===== config.mk =====
export PLATFORM = sky130hd
export DESIGN_NAME = cmp_timer_chan
export DESIGN_NICKNAME = d
export VERILOG_FILES = /design/src/rtl/tmr_pkg.sv /design/src/rtl/tmr_ctrl.sv /design/src/rtl/tmr_datapath.sv /design/src/rtl/cmp_timer_chan.sv
export SDC_FILE = /design/constraint.sdc
export NUM_CORES = 1
export LEC_CHECK = 0
export ABC_CLOCK_PERIOD_IN_PS = 6000
export CAP_MARGIN = 40
export CORE_ASPECT_RATIO = 1.25
export CORE_MARGIN = 2
export CORE_UTILIZATION = 35
export CTS_CLUSTER_SIZE = 28
export DETAILED_ROUTE_END_ITERATION = 10
export PLACE_DENSITY = 0.62
export SETUP_SLACK_MARGIN = 0.05
export SLEW_MARGIN = 20
export SYNTH_ARGS = -nofsm -noshare
export SYNTH_HDL_FRONTEND = slang
export SYNTH_SLANG_ARGS = --single-unit

===== constraint.sdc =====
create_clock -name clk -period 6 [get_ports clk]
set_input_delay 1.2 -clock clk [delete_from_list [all_inputs] [get_ports clk]]
set_output_delay 1.2 -clock clk [all_outputs]
set_load 0.05 [all_outputs]

===== src/rtl/tmr_pkg.sv =====
package tmr_pkg;
  localparam int DEF_CNT_W = 64;
  localparam int DEF_TV_W = 32;
  localparam int ADDR_W = 2;

  localparam logic [ADDR_W-1:0] ADDR_CTRL = 2'd0;
  localparam logic [ADDR_W-1:0] ADDR_CMP = 2'd1;
  localparam logic [ADDR_W-1:0] ADDR_TVAL = 2'd2;

  localparam int ENA_BIT = 0;
  localparam int MASK_BIT = 1;
  localparam int STAT_BIT = 2;

  typedef struct packed {
    logic wrCtrl;
    logic wrCmp;
    logic wrTval;
    logic rdCtrl;
    logic rdCmp;
    logic rdTval;
  } strobe_t;
endpackage


===== src/rtl/tmr_ctrl.sv =====
module tmr_ctrl
  import tmr_pkg::*;
(
  input  logic              busWrite,
  input  logic [ADDR_W-1:0] busAddr,
  output strobe_t           stb
);
  always_comb begin
    stb = '0;
    unique case (busAddr)
      ADDR_CTRL: begin stb.rdCtrl = 1'b1; stb.wrCtrl = busWrite; end
      ADDR_CMP:  begin stb.rdCmp  = 1'b1; stb.wrCmp  = busWrite; end
      ADDR_TVAL: begin stb.rdTval = 1'b1; stb.wrTval = busWrite; end
      default:   stb = '0;
    endcase
  end
endmodule


===== src/rtl/tmr_datapath.sv =====
module tmr_datapath
  import tmr_pkg::*;
#(
  parameter int CNT_W = DEF_CNT_W,
  parameter int TV_W = DEF_TV_W
) (
  input  logic             clk,
  input  logic             rstN,
  input  strobe_t          stb,
  input  logic [CNT_W-1:0] wdata,
  input  logic [CNT_W-1:0] counter,
  output logic [CNT_W-1:0] rdata,
  output logic             enableQ,
  output logic             maskQ,
  output logic [CNT_W-1:0] cmpQ,
  output logic             irq
);
  localparam int EXT_W = CNT_W - TV_W;

  logic [CNT_W-1:0] relWr;
  logic [CNT_W-1:0] remain;
  logic [CNT_W-1:0] relRd;
  logic [CNT_W-1:0] ctrlRd;
  logic             condMet;

  generate
    if (EXT_W > 0) begin : g_ext
      assign relWr = {{EXT_W{wdata[TV_W-1]}}, wdata[TV_W-1:0]};
      assign relRd = {{EXT_W{remain[TV_W-1]}}, remain[TV_W-1:0]};
    end else begin : g_noext
      assign relWr = wdata;
      assign relRd = remain;
    end
  endgenerate

  always_ff @(posedge clk or negedge rstN) begin
    if (!rstN) begin
      enableQ <= 1'b0;
      maskQ <= 1'b0;
      cmpQ <= '0;
    end else begin
      if (stb.wrCtrl) begin
        enableQ <= wdata[ENA_BIT];
        maskQ <= wdata[MASK_BIT];
      end
      if (stb.wrCmp) cmpQ <= wdata;
      else if (stb.wrTval) cmpQ <= counter + relWr;
    end
  end

  assign remain = cmpQ - counter;
  assign condMet = enableQ && (counter >= cmpQ);
  assign irq = condMet && !maskQ;

  always_comb begin
    ctrlRd = '0;
    ctrlRd[ENA_BIT] = enableQ;
    ctrlRd[MASK_BIT] = maskQ;
    ctrlRd[STAT_BIT] = condMet;
  end

  always_comb begin
    rdata = '0;
    if (stb.rdCtrl) rdata = ctrlRd;
    else if (stb.rdCmp) rdata = cmpQ;
    else if (stb.rdTval) rdata = relRd;
  end
endmodule


===== src/rtl/cmp_timer_chan.sv =====
module cmp_timer_chan
  import tmr_pkg::*;
#(
  parameter int CNT_W = DEF_CNT_W,
  parameter int TV_W = DEF_TV_W
) (
  input  logic              clk,
  input  logic              rstN,
  input  logic [CNT_W-1:0]  counterIn,
  input  logic              busWrite,
  input  logic [ADDR_W-1:0] busAddr,
  input  logic [CNT_W-1:0]  busWdata,
  output logic [CNT_W-1:0]  busRdata,
  output logic              irqOut
);
  strobe_t          stb;
  logic             enableQ;
  logic             maskQ;
  logic [CNT_W-1:0] cmpQ;

  tmr_ctrl u_ctrl (
    .busWrite(busWrite),
    .busAddr(busAddr),
    .stb(stb)
  );

  tmr_datapath #(.CNT_W(CNT_W), .TV_W(TV_W)) u_dp (
    .clk(clk),
    .rstN(rstN),
    .stb(stb),
    .wdata(busWdata),
    .counter(counterIn),
    .rdata(busRdata),
    .enableQ(enableQ),
    .maskQ(maskQ),
    .cmpQ(cmpQ),
    .irq(irqOut)
  );
endmodule


## Word-level counts from Yosys, hierarchy flattened

Index checks and enable logic that the tools add are counted.

- Bits in registers: 66
- Input port bits: 133
- Logic and storage cells: 24

- $add $sub $neg: 2
- $lt $le $gt $ge: 1
- Equality and inequality tests: 2
- Muxes and demuxes: 11
- Reductions and logical operators: 5

Operators by type and width:

| kind | count |
|---|---|
| $mux 64 | 5 |
| $add 64x64->64 | 1 |
| $ge 64x64->1 | 1 |
| $sub 32x32->32 | 1 |
| $mux 1 | 6 |
| $eq 2x1->1 const B | 1 |
| $eq 2x2->1 const B | 1 |
| $logic_and 1x1->1 | 2 |
| $logic_not 2->1 | 1 |
| $reduce_bool 2->1 | 1 |
| $logic_not 1->1 | 1 |

## Depth between registers and ports, before layout

Gate-level depths: netlist of the first run.

- Depth after elaboration: 5
- Mapped depth: 14
- Depth with buffers taken out: 14

## Hierarchy

From an unflattened synthesis of the first run, not the netlist that was laid out.

- Cell total of the unflattened synthesis: 1434
- Area, all modules: 10586.4 um^2

Modules (own cells, without submodules):

| module | times used | cells an instance | area each (um^2) |
|---|---|---|---|
| tmr_datapath | 1 | 1428 | 10545.1 |
| tmr_ctrl | 1 | 6 | 41.3 |

## Worst setup path before layout of the first run

No wires, ideal clock.

- Kind: input to output
- From: input counterIn[0]
- To: output busRdata[26]
- Arrival: 4398 ps
- Setup slack: 402 ps
- Stages on the path: 13
- Cells stage by stage: ha_1 -> inv_1 -> fa_1 -> a21o_1 -> a21oi_1 -> o21bai_1 -> a21oi_1 -> o21ai_1 -> a22oi_1 -> o31ai_1 -> a21oi_1 -> xor2_1 -> o21ai_0

- Cells in the longest elaborated chain, start to end: 4

RTL lines:

| item | line | source |
|---|---|---|
| start, declared | cmp_timer_chan.sv:9 | `input logic [CNT_W-1:0] counterIn,` |
| $sub 32x32->32 | tmr_datapath.sv:51 | `assign remain = cmpQ - counter;` |
| $mux 64 | tmr_datapath.sv:66 | `else if (stb.rdTval) rdata = relRd;` |
| $mux 64 | tmr_datapath.sv:65 | `else if (stb.rdCmp) rdata = cmpQ;` |
| $mux 64 | tmr_datapath.sv:64 | `if (stb.rdCtrl) rdata = ctrlRd;` |
| end, declared | cmp_timer_chan.sv:13 | `output logic [CNT_W-1:0] busRdata,` |

Every way passes these cells.

## Worst setup path in the final report of the first run

- From: input counterIn[0]
- To: output busRdata[2]

- Cells in the longest elaborated chain, start to end: 4

RTL lines:

| item | line |
|---|---|
| $sub 32x32->32 | tmr_datapath.sv:51 |
| $mux 64 | tmr_datapath.sv:66 |
| $mux 64 | tmr_datapath.sv:65 |
| $mux 64 (*) | tmr_datapath.sv:64 |

Every way passes the cells marked *; elsewhere a longest branch is shown, timed or not.

==> impl_metrics.tcl, run 1 <==
set metrics [dict create \
    outcome "complete, no violations" \
    clock_sinks 66 \
    worstHoldStart "u_dp.cmpQ[32]$_DFFE_PN0P_" \
    die_w_um 158.5 \
    first_pass_iters 5 \
    cts_tree "done" \
    synth_top_area_share_pct 18.93 \
    synth_top_area_cell "ha_1" \
    clock_skew_ns 0 \
    ys_seq_elements 66 \
    slew_violations 0 \
    synth_nets 1685 \
    cts_inserted_buffers 9 \
    total_leakage_power_nw 6.710 \
    die-area_mm2 0.03125 \
    grt_first_pass_wirelength_um 55760 \
    critPathKind "input pin to output pin" \
    routabilityCongestion 0.9410 \
    drtIter0Drc 664 \
    ant_nets 0 \
    power.density_mw_per_mm2 261.8 \
    synthToLayoutAreaGrowth_pct 33.04 \
    synth_flop_cell "dfrtp_1" \
    cp.arrival_ns 4.56 \
    synth-seq-area-share_pct 15.81 \
    r2r_end "u_dp.cmpQ[1]$_DFFE_PN0P_" \
    r2r_slack_ns 4.99 \
    min_period_over_period_pct 95.92 \
    io_buffers 197 \
    maxCapViolations 0 \
    relSlewSlack_pct 49.60 \
    routed.top_layer "met4" \
    met3_length_um 1301 \
    drc_errors 0 \
    syn-cell-area_mm2 0.01044 \
    clk_pin_slew_ns 0.05 \
    worst_ir_drop_vdd_mv 0.1578 \
    hold_end "u_dp.cmpQ[32]$_DFFE_PN0P_" \
    row_count 70 \
    post-place-ws_ns -0.02067 \
    fin_ws_ns 0.2449 \
    synth_edf_count 0 \
    initial_core_util_pct 35.59 \
    grt_pass1_vias 11010 \
    synthArstFlopShare_pct 100.0 \
    startpoint "counterIn[0]" \
    avgSynthCellArea_um2 7.503 \
    start_kind "input pin" \
    drive_gt1_share_pct 9.962 \
    grt-ovfl-total 0 \
    antenna_found_initial 2 \
    netlist_top_cells_area "ha_1 (19%), dfrtp_1 (16%), a21o_1 (8.1%)" \
    wl_met1_um 14490 \
    critical_path_required_ns 4.80 \
    via_per_inst 5.469 \
    grtUsageTotal_pct 22.60 \
    vias 10850 \
    routedWlPerCell_um 17.77 \
    dp_cells 1965 \
    yosysWarnings 0 \
    tightest_slew_ns 0.7481 \
    fin_nets 1874 \
    cts_root_buf "clkbuf_16" \
    hold_class "register to register" \
    synth.distinct_cells 72 \
    fin_hold_ws_ns 0.5451 \
    io_pins 198 \
    worst-r2r-cell-count 4 \
    r2r-start "u_dp.cmpQ[1]$_DFFE_PN0P_" \
    crit_fanout 3 \
    final_cells 1984 \
    wl_met2_um 18350 \
    clockBufferDepth 2 \
    cp-end-kind "output pin" \
    place_hpwl_um 28680 \
    clock_latency_ns 0.36 \
    nFillCells 2892 \
    drt-total-wl_um 35260 \
    fin_crit_ns 5.755 \
    rsz0062_at_grt "yes" \
    finalSetupViolCount 0 \
    hold_depth 2 \
    grt_start_max_net_pins 65 \
    total_power_mw 3.638 \
    hold_violations 0 \
    h-tree-depth 3 \
    core_area_mm2 0.02934 \
    setup_tns_ns 0 \
    die-height_um 197.1 \
    syn-instance-count 1392 \
    fmax_mhz 173.8 \
]
==> layout make-up <==
cell class                 count  area, um2  share of cell area, %
antenna                        2      5.005                0.03602
clock buffer                  14      274.0                  1.972
clock inverter                 2      10.01                0.07204
inverter                     127      476.7                  3.431
multi-input combinational   1132       8089                  58.22
sequential                    66       1652                  11.89
tap                          396      495.5                  3.566
timing repair buffer         245       2893                  20.82
==> cell usage in the layout, fill, tap and decap left out, drive strengths merged, types with 6 or more instances in the layout <==
| cell type | Yosys | final |
|---|---|---|
| a211oi | 26 | 26 |
| a21o | 113 | 113 |
| a21oi | 149 | 149 |
| a221o | 9 | 9 |
| a22oi | 23 | 23 |
| a31oi | 25 | 25 |
| a41oi | 6 | 6 |
| and2 | 10 | 10 |
| and3 | 10 | 10 |
| buf | 11 | 109 |
| clkbuf | 56 | 14 |
| clkdlybuf4s50 | 0 | 136 |
| dfrtp | 66 | 66 |
| ha | 158 | 158 |
| inv | 127 | 127 |
| mux2i | 8 | 8 |
| nand2 | 120 | 120 |
| nand2b | 13 | 13 |
| nand3 | 21 | 21 |
| nand4 | 21 | 21 |
| nor2 | 75 | 75 |
| nor2b | 13 | 13 |
| nor3 | 14 | 14 |
| o211ai | 16 | 16 |
| o21a | 14 | 14 |
| o21ai | 112 | 112 |
| o21bai | 19 | 19 |
| o22ai | 9 | 9 |
| o31ai | 11 | 11 |
| or3 | 6 | 6 |
| xnor2 | 41 | 41 |
| xor2 | 38 | 38 |
==> report_power, final <==
part	switching [mW]	internal [mW]	total (mW)
Sequential	0.103	0.551	0.654
Combinational	1.36	1.09	2.45
Clock	0.219	0.313	0.532
Total	1.68	1.96	3.64
==> logic make-up after synthesis <==
family / share of synthesized area [%]
xor+xnor: 6.625
buf+inv: 7.212
fa+ha+maj: 19.31
compound gates: 36.12
simple gates: 13.93
flops: 15.81
mux: 0.9824
==> worst max path at each step <==
stage	endpoint	slack [ns]	cells past startpoint
finish	busRdata[2]	0.24	14
global route	busRdata[30]	0.02	15
CTS	busRdata[30]	0.16	15
detailed placement	busRdata[2]	-0.02	14
global placement	busRdata[58]	-0.08	15
floorplan	busRdata[26]	0.40	13
==> through the flow <==
| stage | utilization (%) | area [um2] |
|---|---|---|
| detailed placement | 46.24 | 13570 |
| finish | 47.36 | 13890 |
| global placement | 46.06 | 13510 |
| CTS | 47.28 | 13870 |
| global route | 47.36 | 13890 |
| floorplan | - | 10440 |
==> cell usage after synthesis, types with 3 or more instances <==
cell       number
a22oi_1        23
nand2b_1       13
xnor2_1        41
o31ai_4         3
dfrtp_1        66
nand4_1        21
o21a_1         14
o21ai_2         3
clkbuf_1       56
and2_1         10
a221o_1         9
o22ai_1         9
a211oi_1       25
a21o_1        113
a41oi_1         5
nor3_1         14
mux2i_1         8
o21ai_1        17
a31oi_1        24
nand3_1        21
buf_1           6
and3_1         10
o21bai_1       19
inv_1         127
nor2b_1        13
nor2_1         74
o21ai_0        92
xor2_1         38
or2_2           4
o2111ai_1       3
o31a_1          3
nor4_1          3
nand2_1       120
buf_6           3
o211ai_1       15
a21oi_1       148
ha_1          158
or3_1           6
o31ai_1         7
==> flip-flops by register name (all words and copies together) (netlist names) <==
signal,count
u_dp.enableQ,1
u_dp.cmpQ,64
u_dp.maskQ,1
==> critical path, stage by stage <==
cell and delay, ns:
clkdlybuf4s50_1 0.51, inv_1 0.06, ha_1 0.28, nand2b_1 0.10, a21o_1 0.12, a21o_1 0.12
a21oi_1 0.09, o311ai_0 0.38, a41oi_1 0.28, o41ai_2 0.39, a221o_1 0.30, a2bb2oi_2 0.13
o31ai_1 0.39, buf_12 0.20
==> timing repair <==
action | 4_1_cts | 5_1_grt
pin swaps | 1 | 0
endpoints found under the setup margin | 21 | 38
hold buffers | 0 | 0
setup buffers | 1 | 0
gates resized for setup | 2 | 4
==> metal layers <==
layer  up-vias  global-route usage, %
li1       5442                      -
met2       281                  41.59
met4         0                  9.243
met3        63                  2.260
met5         -                      0
met1      5064                  26.45
No activity file was read; power rests on OpenSTA's default activity.
==> inputs of run 2 (changes only) <==
CORE_UTILIZATION = 45   (was 35)
PLACE_DENSITY = 0.76   (was 0.62)
REMOVE_ABC_BUFFERS = 1   (was unset)
==> run 2 against run 1 <==
  * Clock power down 0.8%
  * Setup slack worse by 0.069 ns
  * Die area down 22%
  * Combinational power up 2%
  * Wire length up 2.5%
  * Utilization up 12 points
  * Critical endpoint unchanged
==> impl_metrics.tcl, run 2 (same netlist as run 1, synthesis figures left out) <==
set metrics [dict create \
    clockBufferDepth 2 \
    start_kind "input pin" \
    h-tree-depth 3 \
    hold_violations 0 \
    die-area_mm2 0.02445 \
    largest_registers "u_dp.cmpQ: 64 flops, u_dp.enableQ: 1 flops, u_dp.maskQ: 1 flops" \
    clock_sinks 66 \
    hold_buffers 0 \
    crit_fanout 3 \
    die-height_um 174.3 \
    place_hpwl_um 28260 \
    first_pass_iters 7 \
    power.density_mw_per_mm2 268.8 \
    critPathKind "input pin to output pin" \
    routabilityCongestion 0.9652 \
    fin_crit_ns 5.824 \
    fin_util_pct 59.59 \
    maxCapViolations 0 \
    finalSetupViolCount 0 \
    core_area_mm2 0.02288 \
    grt-ovfl-total 0 \
    critical_path_required_ns 4.80 \
    io_pins 198 \
    cts_inserted_buffers 9 \
    fin_nets 1863 \
    grt_start_max_net_pins 73 \
    via_per_inst 6.002 \
    routedWlPerCell_um 19.40 \
    largest_reg_flops 64 \
    worst_ir_drop_vdd_mv 0.2031 \
    grt_first_pass_wirelength_um 56630 \
    clk_pin_slew_ns 0.07 \
    synthToLayoutAreaGrowth_pct 30.57 \
    drt-total-wl_um 36150 \
    clock_latency_ns 0.35 \
    outcome "complete, no violations" \
    die_w_um 140.3 \
    cp-end-kind "output pin" \
    drtIter0Drc 679 \
    rsz0062_at_grt "yes" \
    vias 11180 \
    antenna_found_initial 0 \
    ant_nets 0 \
    drc_errors 0 \
    drive_gt1_share_pct 9.276 \
    fmax_mhz 171.7 \
    row_count 62 \
    min_period_over_period_pct 97.07 \
    dp_cells 1843 \
    total_leakage_power_nw 6.633 \
    initial_core_util_pct 45.64 \
    cp.arrival_ns 4.62 \
    hold_class "register to register" \
    largest-register "u_dp.cmpQ" \
    final_common_cell "ha_1" \
    cts_tree "done" \
    relSlewSlack_pct 42.96 \
    layout_common_cells "ha_1 (158), a21oi_1 (148), clkdlybuf4s50_1 (139), inv_1 (127), nand2_1 (120)" \
    cts_root_buf "clkbuf_16" \
    slew_violations 0 \
    grtUsageTotal_pct 28.88 \
    grt_pass1_vias 11360 \
    final_cells 1863 \
    clock_skew_ns 0 \
    tightest_slew_ns 0.8524 \
    io_buffers 197 \
]
==> run 2: cell count changes in the layout (fill, tap and decap cells not counted), sizes merged <==
| cell | previous run | this run |
|---|---|---|
| clkinv | 2 | 4 |
| buf | 109 | 94 |
| clkdlybuf4s50 | 136 | 139 |
| clkbuf | 14 | 10 |
| clkinvlp | 0 | 1 |
| nor2 | 75 | 76 |
| diode | 2 | 1 |
==> run 2: stage by stage <==
step                TNS [ns]  worst slack, ns  hold slack [ns]  area, um2  power (mW)
finish                     0           0.1758           0.5429      13640       3.665
global route               0          0.03275           0.5695      13630       3.887
CTS                        0          0.06712           0.5444      13560       3.628
detailed placement  -0.09216         -0.05136           0.5299      13270       3.076
global placement    -0.01182        -0.006470           0.5175      13250       3.031
floorplan             -76.36           -1.805           0.4781      10170       2.151
==> run 2: layout make-up <==
class                   count  area [um2]
flip-flops and latches     66        1652
multi-input cells        1133        8105
fillers                  2025        9248
repair buffers            233        2770
well taps                 288       360.3
diodes                      1       2.502
clock inverters             5       31.28
inverters                 127       476.7
clock buffers              10       239.0
==> run 2: final timing paths <==
path	slack [ns]	startpoint	endpoint	depth (start not counted)
worst min-delay path	0.54	u_dp.cmpQ[63]$_DFFE_PN0P_	u_dp.cmpQ[63]$_DFFE_PN0P_	2
min in group asynchronous	0.90	rstN	u_dp.cmpQ[57]$_DFFE_PN0P_	2
worst max-delay path	0.18	counterIn[0]	busRdata[2]	15
worst min register to register	0.54	u_dp.cmpQ[63]$_DFFE_PN0P_	u_dp.cmpQ[63]$_DFFE_PN0P_	2
worst max register to register	5.01	u_dp.cmpQ[1]$_DFFE_PN0P_	u_dp.cmpQ[1]$_DFFE_PN0P_	4
max in group asynchronous	4.50	rstN	u_dp.cmpQ[33]$_DFFE_PN0P_	3
==> run 2: where the power goes <==
group          switching, mW  internal (mW)
combinational           1.41           1.08
sequential            0.0971          0.551
clock                  0.240          0.288
total                   1.74           1.92
==> run 2: critical path: stages <==
cell	delay, ns
clkdlybuf4s50_1	0.51
inv_1	0.07
ha_1	0.30
nand2b_1	0.11
a21o_1	0.12
a21o_1	0.12
a21oi_1	0.07
o311ai_0	0.56
a41oi_1	0.30
o41ai_2	0.39
a221o_1	0.27
a2bb2oi_2	0.10
o31ai_1	0.21
buf_4	0.16
buf_12	0.12
==> run 2: timing repair <==
action                     CTS  global route
gates cloned                 1             0
setup endpoints to repair   37            41
pin swaps                    0             4
setup buffers                0             3
gates resized for setup      3             7
==> run 2: per-layer routing <==
layer,GRT usage (%),part of all wire [%]
met3,3.223,4.8
met5,0,0
met4,14.23,5.1
met1,31.98,39
met2,54.21,51
